File: config.mk
export PLATFORM = sky130hd
export DESIGN_NAME = smbus_idx_slave
export DESIGN_NICKNAME = d
export VERILOG_FILES = /design/src/rtl/smb_pkg.sv /design/src/rtl/smb_line_sync.sv /design/src/rtl/smb_regfile.sv /design/src/rtl/smbus_idx_slave.sv
export SDC_FILE = /design/constraint.sdc
export NUM_CORES = 1
export LEC_CHECK = 0
export CAP_MARGIN = 15
export CORE_ASPECT_RATIO = 1.25
export CORE_MARGIN = 4
export CORE_UTILIZATION = 40
export CTS_CLUSTER_SIZE = 12
export DETAILED_ROUTE_END_ITERATION = 10
export PLACE_DENSITY = 0.61
export SYNTH_ARGS = -nofsm -noshare
export SYNTH_HDL_FRONTEND = slang
export SYNTH_SLANG_ARGS = --single-unit
File: constraint.sdc
create_clock -name clk -period 2.9 [get_ports clk]
set_clock_uncertainty 0.1 [all_clocks]
set_input_delay 0.58 -clock clk [delete_from_list [all_inputs] [get_ports clk]]
set_output_delay 0.58 -clock clk [all_outputs]
set_load 0.02 [all_outputs]
File: src/rtl/smb_pkg.sv
package smb_pkg;

    typedef enum logic [3:0] {
        S_IDLE,
        S_ADDR,
        S_ACK_WADDR,
        S_ACK_RADDR,
        S_INDEX,
        S_ACK_INDEX,
        S_COUNT,
        S_ACK_COUNT,
        S_WDATA,
        S_ACK_WDATA,
        S_TX,
        S_TX_ACK,
        S_HOLD
    } smb_state_e;

endpackage

File: src/rtl/smb_line_sync.sv
module smb_line_sync #(
    parameter int   STAGES  = 2,
    parameter logic RST_VAL = 1'b1
) (
    input  logic clk,
    input  logic rst_n,
    input  logic d_i,
    output logic q_o
);
    logic [STAGES-1:0] chain;

    always_ff @(posedge clk or negedge rst_n) begin
        if (!rst_n) chain <= {STAGES{RST_VAL}};
        else        chain <= {chain[STAGES-2:0], d_i};
    end

    assign q_o = chain[STAGES-1];
endmodule

File: src/rtl/smb_regfile.sv
module smb_regfile #(
    parameter int NREG  = 9,
    parameter int PTR_W = 8
) (
    input  logic              clk,
    input  logic              rst_n,
    input  logic              we,
    input  logic [PTR_W-1:0]  waddr,
    input  logic [7:0]        wdata,
    input  logic [PTR_W-1:0]  raddr,
    output logic [7:0]        rdata,
    output logic [NREG*8-1:0] regs_flat
);
    logic [7:0] mem [NREG];

    for (genvar g = 0; g < NREG; g++) begin : g_reg
        always_ff @(posedge clk or negedge rst_n) begin
            if (!rst_n)                             mem[g] <= '0;
            else if (we && (waddr == PTR_W'(g)))    mem[g] <= wdata;
        end
        assign regs_flat[g*8 +: 8] = mem[g];
    end

    always_comb begin
        rdata = '0;
        for (int k = 0; k < NREG; k++)
            if (raddr == PTR_W'(k)) rdata = mem[k];
    end
endmodule

File: src/rtl/smbus_idx_slave.sv
module smbus_idx_slave
    import smb_pkg::*;
#(
    parameter int         NREG        = 9,
    parameter int         COUNT_IDX   = 8,
    parameter logic [6:0] DEV_ADDR    = 7'h6E,
    parameter int         SYNC_STAGES = 2
) (
    input  logic              clk,
    input  logic              rst_n,
    input  logic              scl_i,
    input  logic              sda_i,
    output logic              sda_oe,
    output logic [NREG*8-1:0] ctrl_regs
);
    localparam int         PTR_W   = 8;
    localparam logic [7:0] WR_BYTE = {DEV_ADDR, 1'b0};
    localparam logic [7:0] RD_BYTE = {DEV_ADDR, 1'b1};

    logic scl_s, sda_s, scl_d, sda_d;
    logic scl_rise, scl_fall, start_det, stop_det;

    smb_state_e       state;
    logic [3:0]       bitcnt;
    logic [7:0]       rx_sh, tx_sh;
    logic [PTR_W-1:0] ptr;
    logic [7:0]       remain;
    logic             host_ack;
    logic             wr_en;
    logic [PTR_W-1:0] raddr;
    logic [7:0]       rdata;
    logic             byte_end;

    smb_line_sync #(.STAGES(SYNC_STAGES), .RST_VAL(1'b1)) u_scl_sync (
        .clk(clk), .rst_n(rst_n), .d_i(scl_i), .q_o(scl_s));
    smb_line_sync #(.STAGES(SYNC_STAGES), .RST_VAL(1'b1)) u_sda_sync (
        .clk(clk), .rst_n(rst_n), .d_i(sda_i), .q_o(sda_s));

    always_ff @(posedge clk or negedge rst_n) begin
        if (!rst_n) begin
            scl_d <= 1'b1;
            sda_d <= 1'b1;
        end else begin
            scl_d <= scl_s;
            sda_d <= sda_s;
        end
    end

    assign scl_rise  = scl_s & ~scl_d;
    assign scl_fall  = ~scl_s & scl_d;
    assign start_det = scl_s & scl_d & sda_d & ~sda_s;
    assign stop_det  = scl_s & scl_d & ~sda_d & sda_s;
    assign byte_end  = scl_fall && (bitcnt == 4'd8);

    smb_regfile #(.NREG(NREG), .PTR_W(PTR_W)) u_regs (
        .clk(clk), .rst_n(rst_n),
        .we(wr_en), .waddr(ptr), .wdata(rx_sh),
        .raddr(raddr), .rdata(rdata),
        .regs_flat(ctrl_regs));

    // state register and datapath
    always_ff @(posedge clk or negedge rst_n) begin
        if (!rst_n) begin
            state    <= S_IDLE;
            bitcnt   <= '0;
            rx_sh    <= '0;
            tx_sh    <= '0;
            ptr      <= '0;
            remain   <= '0;
            host_ack <= 1'b0;
        end else if (stop_det) begin
            state <= S_IDLE;
        end else if (start_det) begin
            state  <= S_ADDR;
            bitcnt <= '0;
        end else begin
            unique case (state)
                S_IDLE, S_HOLD: ;
                S_ADDR, S_INDEX, S_COUNT, S_WDATA: begin
                    if (scl_rise) begin
                        rx_sh  <= {rx_sh[6:0], sda_s};
                        bitcnt <= bitcnt + 4'd1;
                    end else if (byte_end) begin
                        unique case (state)
                            S_ADDR:
                                if (rx_sh == WR_BYTE)      state <= S_ACK_WADDR;
                                else if (rx_sh == RD_BYTE) state <= S_ACK_RADDR;
                                else                       state <= S_HOLD;
                            S_INDEX: begin
                                ptr   <= rx_sh;
                                state <= S_ACK_INDEX;
                            end
                            S_COUNT: begin
                                remain <= rx_sh;
                                state  <= S_ACK_COUNT;
                            end
                            default:
                                if (remain != '0) begin
                                    ptr    <= ptr + 1'b1;
                                    remain <= remain - 8'd1;
                                    state  <= S_ACK_WDATA;
                                end else begin
                                    state  <= S_HOLD;
                                end
                        endcase
                    end
                end
                S_ACK_WADDR, S_ACK_INDEX, S_ACK_COUNT, S_ACK_WDATA: begin
                    if (scl_fall) begin
                        bitcnt <= '0;
                        unique case (state)
                            S_ACK_WADDR: state <= S_INDEX;
                            S_ACK_INDEX: state <= S_COUNT;
                            default:     state <= S_WDATA;
                        endcase
                    end
                end
                S_ACK_RADDR: begin
                    if (scl_fall) begin
                        bitcnt <= '0;
                        tx_sh  <= rdata;
                        state  <= S_TX;
                    end
                end
                S_TX: begin
                    if (scl_rise) begin
                        bitcnt <= bitcnt + 4'd1;
                    end else if (byte_end) begin
                        state <= S_TX_ACK;
                    end else if (scl_fall && bitcnt != '0) begin
                        tx_sh <= {tx_sh[6:0], 1'b0};
                    end
                end
                S_TX_ACK: begin
                    if (scl_rise) begin
                        host_ack <= ~sda_s;
                    end else if (scl_fall) begin
                        if (host_ack) begin
                            tx_sh  <= rdata;
                            ptr    <= ptr + 1'b1;
                            bitcnt <= '0;
                            state  <= S_TX;
                        end else begin
                            state <= S_HOLD;
                        end
                    end
                end
                default: state <= S_IDLE;
            endcase
        end
    end

    // outputs
    always_comb begin
        sda_oe = 1'b0;
        wr_en  = 1'b0;
        raddr  = ptr;
        unique case (state)
            S_ACK_WADDR, S_ACK_INDEX, S_ACK_COUNT, S_ACK_WDATA: sda_oe = 1'b1;
            S_ACK_RADDR: begin
                sda_oe = 1'b1;
                raddr  = PTR_W'(COUNT_IDX);
            end
            S_TX:    sda_oe = ~tx_sh[7];
            S_WDATA: wr_en  = byte_end && (remain != '0) && !start_det && !stop_det;
            default: ;
        endcase
    end
endmodule

# Word-level counts from Yosys, hierarchy flattened
# Cells that the tools add are included.
[totals]
ff_bits = 119
in_bits = 4
out_inout_bits = 73
[op_classes]
n_addsub = 3
eq_ne = 56
mux = 54
bitwise = 16
n_reduce_logical = 39
[ops]
columns = ["op", "count"]
rows = [
  ["8-bit 2-to-1 mux", 24],
  ["4-bit 2-to-1 mux", 18],
  ["8-bit by 3-bit == test with 1-bit output (second input constant)", 8],
  ["8-bit case mux with 2 select lines", 3],
  ["8-bit by 2-bit == test with 1-bit output (second input constant)", 4],
  ["4-bit inequality test (second input constant)", 8],
  ["4-bit == test (second input constant)", 6],
  ["4-bit case mux with 3 select lines", 2],
  ["4-bit case mux with 6 select lines", 1],
  ["8-bit case mux with 3 select lines", 1],
  ["2-bit inequality test (second input constant)", 10],
  ["10-bit AND reduction", 2],
  ["4-bit by 3-bit == test with 1-bit output (second input constant)", 4],
  ["8-bit by 1-bit == test with 1-bit output (second input constant)", 2],
  ["8-bit by 4-bit == test with 1-bit output (second input constant)", 2],
  ["8-bit == test (second input constant)", 2],
  ["8-bit logical NOT", 2],
  ["3-bit inequality test (second input constant)", 5],
  ["1-bit logical AND", 14],
  ["7-bit AND reduction", 2],
  ["5-bit OR reduction", 2],
  ["1-bit NOT", 9],
  ["9-bit AND reduction", 1],
  ["8-bit by 1-bit adder with 8-bit output (second input constant)", 1],
  ["other kinds (19)", 35],
]

# Logic depth before layout (Yosys ltp)
[logic_depth]
depth_word = 16
mapped_depth = 9

# Hierarchy
# From an unflattened synthesis, not the netlist that was laid out.
[hier_totals]
cells_unflattened = 562
area_unflattened_um2 = 6316.1
[by_module_without_submodules]
columns = ["mod", "n_inst", "cells_each", "area_each_um2", "seq_area_each_um2"]
rows = [
  ["smb_regfile", 1, 240, 3385.7, 1801.7],
  ["smbus_idx_slave", 1, 318, 2825.2, 1078.5],
  ["smb_line_sync", 2, 2, 52.6, 52.6],
]

# Worst setup path before layout
# Ideal clock, no wire load.
[synth_path]
kind = "flip-flop to flip-flop"
from = "register ptr[0]"
to = "register u_regs.mem (netlist bit u_regs.regs_flat[64])"
setup_ns = 0.125
arrival_time_ns = 2.431
t_required_ns = 2.675
path_slack_ns = 0.244
path_stages_with_launch = 10
synth_period_minus_slack_ns = 2.656
cell_sequence = "dfrtp_1 -> buf_2 -> clkbuf_1 -> inv_1 -> ha_1 -> inv_1 -> or4_1 -> buf_2 -> nor3_4 -> mux2_2"
[synth_between]
elab_chain_len = 2
[synth_lines]
columns = ["element", "line_no", "rtl"]
rows = [
  ["from (decl)", "smbus_idx_slave.sv:26", "logic [PTR_W-1:0] ptr;"],
  ["from (signal assigned)", "smbus_idx_slave.sv:90", "ptr <= rx_sh;"],
  ["from (signal assigned)", "smbus_idx_slave.sv:99", "ptr <= ptr + 1'b1;"],
  ["from (signal assigned)", "smbus_idx_slave.sv:140", "ptr <= ptr + 1'b1;"],
  ["8-bit by 4-bit == test with 1-bit output", "smb_regfile.sv:19", "else if (we && (waddr == PTR_W'(g))) mem[g] <= wdata;"],
  ["1-bit logical AND", "smb_regfile.sv:19", ""],
  ["to (signal, indexed assignment)", "smb_regfile.sv:19", ""],
  ["to (decl)", "smb_regfile.sv:14", "logic [7:0] mem [NREG];"],
]
# Every way passes these cells.
# A chain may end at the register's enable or synchronous reset.

# Worst setup path in the final report
[layout_path]
from = "register bitcnt[0]"
to = "register u_regs.mem (netlist bit u_regs.regs_flat[27])"
[layout_between]
elab_chain_len = 7
[layout_lines]
columns = ["element", "line_no", "rtl"]
rows = [
  ["from (decl)", "smbus_idx_slave.sv:24", "logic [3:0] bitcnt;"],
  ["from (signal assigned)", "smbus_idx_slave.sv:82", "bitcnt <= bitcnt + 4'd1;"],
  ["from (signal assigned)", "smbus_idx_slave.sv:127", "bitcnt <= bitcnt + 4'd1;"],
  ["4-bit == test", "smbus_idx_slave.sv:53", "assign byte_end = scl_fall && (bitcnt == 4'd8);"],
  ["1-bit logical AND", "smbus_idx_slave.sv:53", ""],
  ["1-bit logical AND (3 in a row)", "smbus_idx_slave.sv:165", "S_WDATA: wr_en = byte_end && (remain != '0) && !start_det && !stop_det;"],
  ["1-bit 2-to-1 mux", "smbus_idx_slave.sv:158", "unique case (state)"],
  ["1-bit logical AND", "smb_regfile.sv:19", ""],
]
# Every way passes these cells.

==> results.toml <==
[power_and_ir_drop]
clock_power_share_pct = 55.3
switching_share_pct = 23.5
internal_power_mw = 3.20
power_density_nw_per_um2 = 502
p_sw_mw = 0.981
p_seq_share_pct = 40.9
p_total_mw = 4.18
ir_drop_mv = 0.339
pwr-share-comb_pct = 3.8
leakagePower_nw = 3.67

[floorplanning]
coreArea_um2 = 15800
dieArea_um2 = 18300
initial_core_util_pct = 41.1
ios = 77
rows = 51
fp.dieW_um = 122
die_h_um = 150

[sta]
rsz0062_at_grt = "no"
fmax_mhz = 374
holdWs_ns = -0.000657
setup-violations-final = 0
drv_slew = 0
layout_setup_ws_ns = 0.227
worstMarginPinSlew_ns = 0.727
fin_crit_sh_pct = 92.2
final.min_clock_period_ns = 2.67
finalHoldViolations = 1
relSlewSlack_pct = 50.9
tns_ns = 0

[grt]
track_usage_pct = 21.3
grt_use_met2_pct = 35.0
first_global_vias = 5569
use_met1_pct = 27.0
antenna_found_initial = 0
grt_max_degree = 46
grt_pass1_wl_mm = 30.2
use_met3_pct = 4.81
top_usage_layer = "met2"
grt_overflow = 0

[cells_and_area]
area_delta_synth_final_pct = 28.5
multiInputGateArea_um2 = 3290
drive_above_1_share_pct = 26.1
seq_area_um2 = 2990
num-fill-cells = 1415
fin_nets = 712
final_util_pct = 52.8
antennaDiodeCount = 0
stdcell_count = 925

[worst_setup_path]
critPathMaxFanout = 8
crit_type = "reg2reg"
cp.arrival_ns = 2.88
startpoint_type = "flop"
critPathRequiredTime_ns = 3.11
cp-end-kind = "flop"

[logic_synthesis]
yosys_warnings = 0
ys_ff_latch = 119
synthTopCellsByArea = "dfrtp_1 44%, mux2_2 15%, a21oi_1 2.6%, nor2_1 2.5%, dfstp_2 2.4%"
synth_flop_cell = "dfrtp_1"
synth_top_area_share_pct = 43.6
syn_inst = 601
yosys.area.top_type = "dfrtp_1"
synth_top_cells_by_count = "113 x dfrtp_1, 84 x mux2_2, 43 x nor2_1"
ys_seq_area_share_pct = 46.1
synth_cell_type_count = 69
synth_edf_count = 0
synthArstFlopShare_pct = 100
syn_nets = 613
syn_area_per_cell_um2 = 10.8
syn_area_um2 = 6480
post-synth-top-count-cell = "dfrtp_1"

[placement]
port_buffers = 76
routabilityCongestion = 0.899
hpwl_mm = 13.3
dp_slack_ns = 0.239
place_inst = 893

[clocking]
clock-sinks = 119
cts_tree = "yes"
post-cts-setup-buffers = 0
clk_pin_slew_ns = 0.06
cts_root_buf = "clkbuf_16"
numCtsBuffers = 17
worstSkewPairLatency_ns = 0.42
htree_levels = 4
cts_buffer_depth = 2

[detailed_routing]
viasPerCell = 5.89
drtAntennaViolNets = 0
routed_wl_mm = 18.8
drt_pre_antenna_iters = 6
drcViolationCount = 0
first_iter_violations = 372
vias = 5445
wl_per_cell_um = 20.4

[run_status]
violations = "negative hold slack"
status = "finished with violations"

[flow_run]
max-cap-violations = 0

[min_path]
hold_class = "in2async"
==> layout make-up <==
cell class,count,share of cell area (%)
Sequential cell,119,35.9
Multi-Input combinational cell,429,39.6
Clock buffer,17,5.11
Clock inverter,15,2.61
Timing Repair Buffer,116,12.9
Inverter,17,0.766
Tap cell,212,3.19
==> repair_timing <==
| action | 4_1_cts | 5_1_grt |
|---|---|---|
| hold buffers | 0 | 0 |
| gates resized for setup | 1 | 1 |
| setup endpoints to repair | 1 | 1 |
==> per-stage QoR <==
stage	instance area [µm²]	hold WS, ns
global placement	7680	0.249
floorplan	6480	0.184
CTS	8320	0.00926
detailed placement	7680	0.248
global route	8330	0.0247
finish	8330	-0.000657
==> power by group through the flow <==
stage / combinational (mW) / clock [mW] / sequential, mW
floorplan: 0.0937 / 0 / 1.72
global placement: 0.159 / 0 / 1.73
detailed placement: 0.160 / 0 / 1.74
CTS: 0.161 / 2.35 / 1.71
global route: 0.176 / 2.43 / 1.71
finish: 0.158 / 2.31 / 1.71
==> per-layer routing <==
layer / up-vias / routed length [µm]
li1: 2469 / -
met1: 2737 / 7870
met2: 198 / 9410
met3: 41 / 918
met4: 0 / 636
met5: - / 0
==> registers in the layout, summed over array words and instances (netlist names) <==
name and cells:
u_scl_sync.chain 2, state 4, bitcnt 4, tx_sh 8, host_ack 1, remain 8
u_sda_sync.chain 2, ptr 8, scl_d 1, rx_sh 8, sda_d 1, u_regs.regs_flat 72
==> cells by family (layout without fill, tap and decap cells) <==
family,count (synthesis),count (layout),synth area share [%]
buffers and inverters,53,165,3.13
AO/OA/AOI/OAI,156,156,16.2
AND/OR/NAND/NOR,160,160,14.0
adder cells (fa/ha/maj),8,8,1.54
multiplexers,102,102,18.7
flip-flops,119,119,46.1
XOR/XNOR,3,3,0.405
==> layout by cell type, fill, tap and decap left out, types with 10 or more instances in the layout <==
cell and count:
mux2i_1 11, nand2_1 23, mux2_2 84, dfrtp_1 112
a31oi_1 12, nor2b_1 11, o22ai_1 10, nor2_1 43
inv_1 16, clkdlybuf4s50_1 74, o21ai_0 27, buf_4 40
nand3_1 13, clkbuf_16 17, a21oi_1 34
==> worst max-delay path, cell delays in order, from the launching register on <==
cell and delay (ns):
dfrtp_1 0.40, inv_1 0.09, ha_1 0.14, nor2b_1 0.27, nand4_1 0.23, nor4_1 0.49, nand2_1 0.45, mux2_2 0.39
==> path summary, 6_finish.rpt <==
kind	startpoint	end	slack [ns]	cells past startpoint
worst min-delay path	rst_n	bitcnt[2]	-0.0007	1
worst min register to register	u_scl_sync.chain[0]	u_scl_sync.chain[1]	0.25	0
min in group clk	u_scl_sync.chain[0]	u_scl_sync.chain[1]	0.25	0
worst max register to register	bitcnt[0]	u_regs.regs_flat[27]	0.23	7
worst max-delay path	bitcnt[0]	u_regs.regs_flat[27]	0.23	7
max in group asynchronous	rst_n	u_regs.regs_flat[35]	2.03	2
(Power assumes the default switching activity.)
